**config.mk**
```make
export PLATFORM = sky130hd
export DESIGN_NAME = coincident_word_select
export DESIGN_NICKNAME = d
export VERILOG_FILES = /design/src/rtl/coin_sel_pkg.sv /design/src/rtl/onehot_line_decoder.sv /design/src/rtl/coincidence_matrix.sv /design/src/rtl/coincident_word_select.sv
export SDC_FILE = /design/constraint.sdc
export NUM_CORES = 1
export LEC_CHECK = 0
export BUFFER_PORTS_ARGS = -buffer_cell sky130_fd_sc_hd__buf_4
export CAP_MARGIN = 15
export CORE_AREA = 10 10 414 416
export DETAILED_ROUTE_END_ITERATION = 8
export DIE_AREA = 0 0 424 426
export PLACE_DENSITY_LB_ADDON = 0.3
export SLEW_MARGIN = 0
export SYNTH_ARGS = -nofsm -noshare
export SYNTH_HDL_FRONTEND = slang
export SYNTH_SLANG_ARGS = --single-unit
```
**constraint.sdc**
```tcl
create_clock -name vclk -period 3.8
set_input_delay 0.76 -clock vclk [all_inputs]
set_output_delay 0.76 -clock vclk [all_outputs]
set_load 0.01 [all_outputs]
```
**src/rtl/coin_sel_pkg.sv**
```systemverilog
package coin_sel_pkg;
    // Address split between the row and column decoders
    localparam int unsigned ROW_ADDR_BITS = 5;
    localparam int unsigned COL_ADDR_BITS = 5;
    localparam int unsigned ADDR_BITS     = ROW_ADDR_BITS + COL_ADDR_BITS;
    localparam int unsigned ROW_LINES     = 1 << ROW_ADDR_BITS;
    localparam int unsigned COL_LINES     = 1 << COL_ADDR_BITS;
    localparam int unsigned WORD_LINES    = ROW_LINES * COL_LINES;

    // Split address view
    typedef struct packed {
        logic [ROW_ADDR_BITS-1:0] row;
        logic [COL_ADDR_BITS-1:0] col;
    } split_addr_t;
endpackage

```
**src/rtl/onehot_line_decoder.sv**
```systemverilog
module onehot_line_decoder #(
    parameter int unsigned SEL_BITS = 5,
    localparam int unsigned LINES   = 1 << SEL_BITS
) (
    input  logic                en_i,
    input  logic [SEL_BITS-1:0] sel_i,
    output logic [LINES-1:0]    line_o
);
    // One comparator per output line
    for (genvar i = 0; i < LINES; i++) begin : g_line
        assign line_o[i] = en_i && (sel_i == SEL_BITS'(i));
    end

    always_comb begin
        if (en_i) begin
            p_single_line_r1: assert ($countones(line_o) == 1)
                else $error("decoder: enabled output not one-hot");
            p_line_at_sel_r2: assert (line_o[sel_i])
                else $error("decoder: selected line not raised");
        end else begin
            p_idle_lines_r5: assert (line_o == '0)
                else $error("decoder: line active while disabled");
        end
    end
endmodule

```
**src/rtl/coincidence_matrix.sv**
```systemverilog
module coincidence_matrix #(
    parameter int unsigned ROWS  = 32,
    parameter int unsigned COLS  = 32,
    localparam int unsigned CELLS = ROWS * COLS
) (
    input  logic [ROWS-1:0]  row_i,
    input  logic [COLS-1:0]  col_i,
    output logic [CELLS-1:0] cell_o
);
    // One AND gate at every row/column crossing
    for (genvar r = 0; r < ROWS; r++) begin : g_row
        for (genvar c = 0; c < COLS; c++) begin : g_col
            assign cell_o[r*COLS + c] = row_i[r] & col_i[c];
        end
    end

    always_comb begin
        if ($onehot(row_i) && $onehot(col_i)) begin
            p_one_cell_r4: assert ($countones(cell_o) == 1)
                else $error("matrix: crossing of single lines not unique");
        end
        if (row_i == '0 || col_i == '0) begin
            p_no_cell_r5: assert (cell_o == '0)
                else $error("matrix: cell active without both lines");
        end
    end
endmodule

```
**src/rtl/coincident_word_select.sv**
```systemverilog
module coincident_word_select
    import coin_sel_pkg::*;
(
    input  logic                  en,
    input  logic [ADDR_BITS-1:0]  addr,
    output logic [ROW_LINES-1:0]  row_sel,
    output logic [COL_LINES-1:0]  col_sel,
    output logic [WORD_LINES-1:0] word_sel
);
    split_addr_t addr_s;
    assign addr_s = split_addr_t'(addr);

    onehot_line_decoder #(.SEL_BITS(ROW_ADDR_BITS)) u_row_dec (
        .en_i  (en),
        .sel_i (addr_s.row),
        .line_o(row_sel)
    );

    onehot_line_decoder #(.SEL_BITS(COL_ADDR_BITS)) u_col_dec (
        .en_i  (en),
        .sel_i (addr_s.col),
        .line_o(col_sel)
    );

    coincidence_matrix #(.ROWS(ROW_LINES), .COLS(COL_LINES)) u_matrix (
        .row_i (row_sel),
        .col_i (col_sel),
        .cell_o(word_sel)
    );

    always_comb begin
        if (en) begin
            p_word_at_addr_r3: assert (word_sel[addr] && $countones(word_sel) == 1)
                else $error("top: word line does not match address");
        end else begin
            p_word_idle_r5: assert (word_sel == '0)
                else $error("top: word line active while disabled");
        end
    end
endmodule

```
==> results.py <==
metrics = {
    "hold_path": {
        "hold_depth": 4,
        "holdCritPathClass": "in2out",
    },
    "global_routing": {
        "use_met2": 0.193,
        "grt_util_met3": 0.0181,
        "antenna_found_initial": 1,
        "grt_max_degree": 129,
        "grt_pass1_wl_um": 142000,
        "gr-usage-all-layers": 0.103,
        "top_usage_layer": "met2",
        "grt.met1_usage": 0.123,
        "overflow": 0,
        "grt_pass1_vias": 16800,
    },
    "finish": {
        "final_area_mm2": 0.0205,
        "area.sequential_um2": 0,
        "nClkBuffers": 0,
        "drive_gt1_frac": 0.574,
        "instances_no_fill": 4561,
        "syn_to_final_growth_pct": 120,
        "fill_cells": 19000,
        "nets": 2396,
        "seq_cells": 0,
    },
    "place": {
        "portBuffers": 1099,
        "placedInstanceArea_mm2": 0.0205,
        "post-place-ws_ps": 351,
        "dpl.cell_count": 4558,
        "place.gp.congestion": 0.738,
        "dp_hpwl_um": 76200,
    },
    "setup_path": {
        "cp_max_fo": 60,
        "required_ps": 3040,
        "end_kind": "output port",
        "cp_top_family": "simple AND/OR/NAND/NOR gates",
        "cp_common_cell": "buf_4",
        "arrival_ps": 2720,
        "critPathKind": "in2out",
        "worst-path-stages": 5,
        "worst_path_largest_cell_delay_ps": 710,
        "start_kind": "primary input",
        "path_buf_inv": 3,
        "cp_cell_sequence": "buf_4, or4b_4, buf_12, nor4_2, buf_4",
        "slowest_stage": "or4b_4",
    },
    "floorplan": {
        "dieHeight_um": 426,
        "core_area_mm2": 0.163,
        "dieArea_mm2": 0.181,
        "rows": 148,
        "io_pins": 1099,
        "die_w_um": 424,
        "start_util": 0.0571,
    },
    "route": {
        "drtIter0Drc": 1487,
        "ant_nets": 0,
        "wl_um": 106000,
        "route.detailed.drc": 0,
        "vias": 18500,
        "wl_per_cell_um": 23.3,
        "dr.pass1.iters": 5,
        "viasPerCell": 4.05,
    },
    "logic_synthesis": {
        "syn_nets": 1603,
        "yosysTopAreaCellShare": 0.635,
        "syn_area_per_cell_um2": 5.83,
        "yosys_warnings": 0,
        "synth_area_mm2": 0.00929,
        "synthTopCellsByArea": "nor4_1 (63%), clkbuf_1 (17%), nor4_2 (11%)",
        "synth_cell_types": 14,
        "syn_inst": 1592,
        "synth_largest_area_cell": "nor4_1",
        "yosysSeqAreaShare": 0,
    },
    "timing": {
        "worst_pin_slew_ps": 978,
        "setup_ws_ps": 317,
        "finalHoldViolations": 0,
        "period_share": 0.917,
        "setup_tns_ps": 0,
        "relSlewSlack": 0.348,
        "fin_crit_ps": 3480,
        "rsz0062_at_grt": "no",
        "finalMaxSlewViolations": 0,
        "fmax_mhz": 287,
        "finalSetupViolations": 0,
    },
    "power": {
        "power.density_mw_per_mm2": 47.7,
        "combPwrFrac": 1.000,
        "pwr-share-seq": 0,
        "p_int_uw": 204,
        "p_sw_uw": 772,
        "ir_drop_uv": 54.3,
        "switching_share": 0.791,
        "leakagePower_uw": 0.00732,
        "p_clk_frac": 0,
    },
    "status": {
        "run_status": "finished clean",
    },
    "flow_run": {
        "cap_violations": 0,
    },
    "clocking": {
        "post_cts_buffers": 0,
        "cts.repair.resized": 0,
        "hold_buffers": 0,
    },
}
==> final timing paths <==
path | to | startpoint
hold / removal | word_sel[245] | addr[6]
setup / recovery | word_sel[464] | en
==> cells in the mapped netlist <==
library cell,instances
nand2b_1,6
or2_2,3
nand4b_1,6
nand4bb_1,6
nor2_1,64
buf_2,7
or4b_1,2
nand4_1,2
buf_6,15
buf_1,26
nand2_1,3
nor4_1,942
clkbuf_1,428
nor4_2,82
==> tightest hold or removal path, cell delays in order <==
cell and delay [ps]:
buf_4 150, nand4bb_4 210, nor4_1 80, buf_4 150
==> layout by cell type (no fill, tap or decap) <==
cell,count
buf_12,53
buf_4,1214
nor2_1,64
nand4b_1,6
nand2b_4,6
nand4bb_4,6
or4b_4,2
nand2_4,3
diode_2,3
or2_4,3
nand4_1,2
nor4_1,942
nor4_2,82
==> cells by family (layout without fill, tap and decap cells) <==
kind of cell | after synthesis | count (layout) | share of synthesized area
other | 0 | 3 | 0
AND/OR/NAND/NOR | 1116 | 1116 | 0.795
buffers and inverters | 476 | 1267 | 0.205
==> metrics by stage <==
stage / total power (uW) / util / hold slack, ps
5_1_grt: 1020 / 0.126 / 2170
4_1_cts: 980 / 0.126 / 2160
2_1_floorplan: 523 / - / 1970
3_5_place_dp: 980 / 0.126 / 2150
6_report: 977 / 0.126 / 2130
3_3_place_gp: 985 / 0.126 / 2150
==> metal layers <==
| metal | up-vias | share of wire |
|---|---|---|
| li1 | 8108 | - |
| met1 | 9274 | 0.38 |
| met2 | 1015 | 0.53 |
| met3 | 89 | 0.073 |
| met4 | 0 | 0.016 |
| met5 | - | 0 |
==> area by class of cell <==
class,count,area (um^2),share of cell area
timing repair buffer,1267,10200,0.497
antenna,3,7.51,0.000367
tap,2175,2720,0.133
multi-input combinational,1116,7560,0.369
==> power by group through the flow <==
stage                     combinational, uW  clock [uW]  sequential (uW)
after floorplan                         523           0                0
after global placement                  985           0                0
after detailed placement                980           0                0
after CTS                               980           0                0
after global routing                   1020           0                0
final                                   977   0.0000397                0
Note: power is estimated with default switching activity, not from simulation.
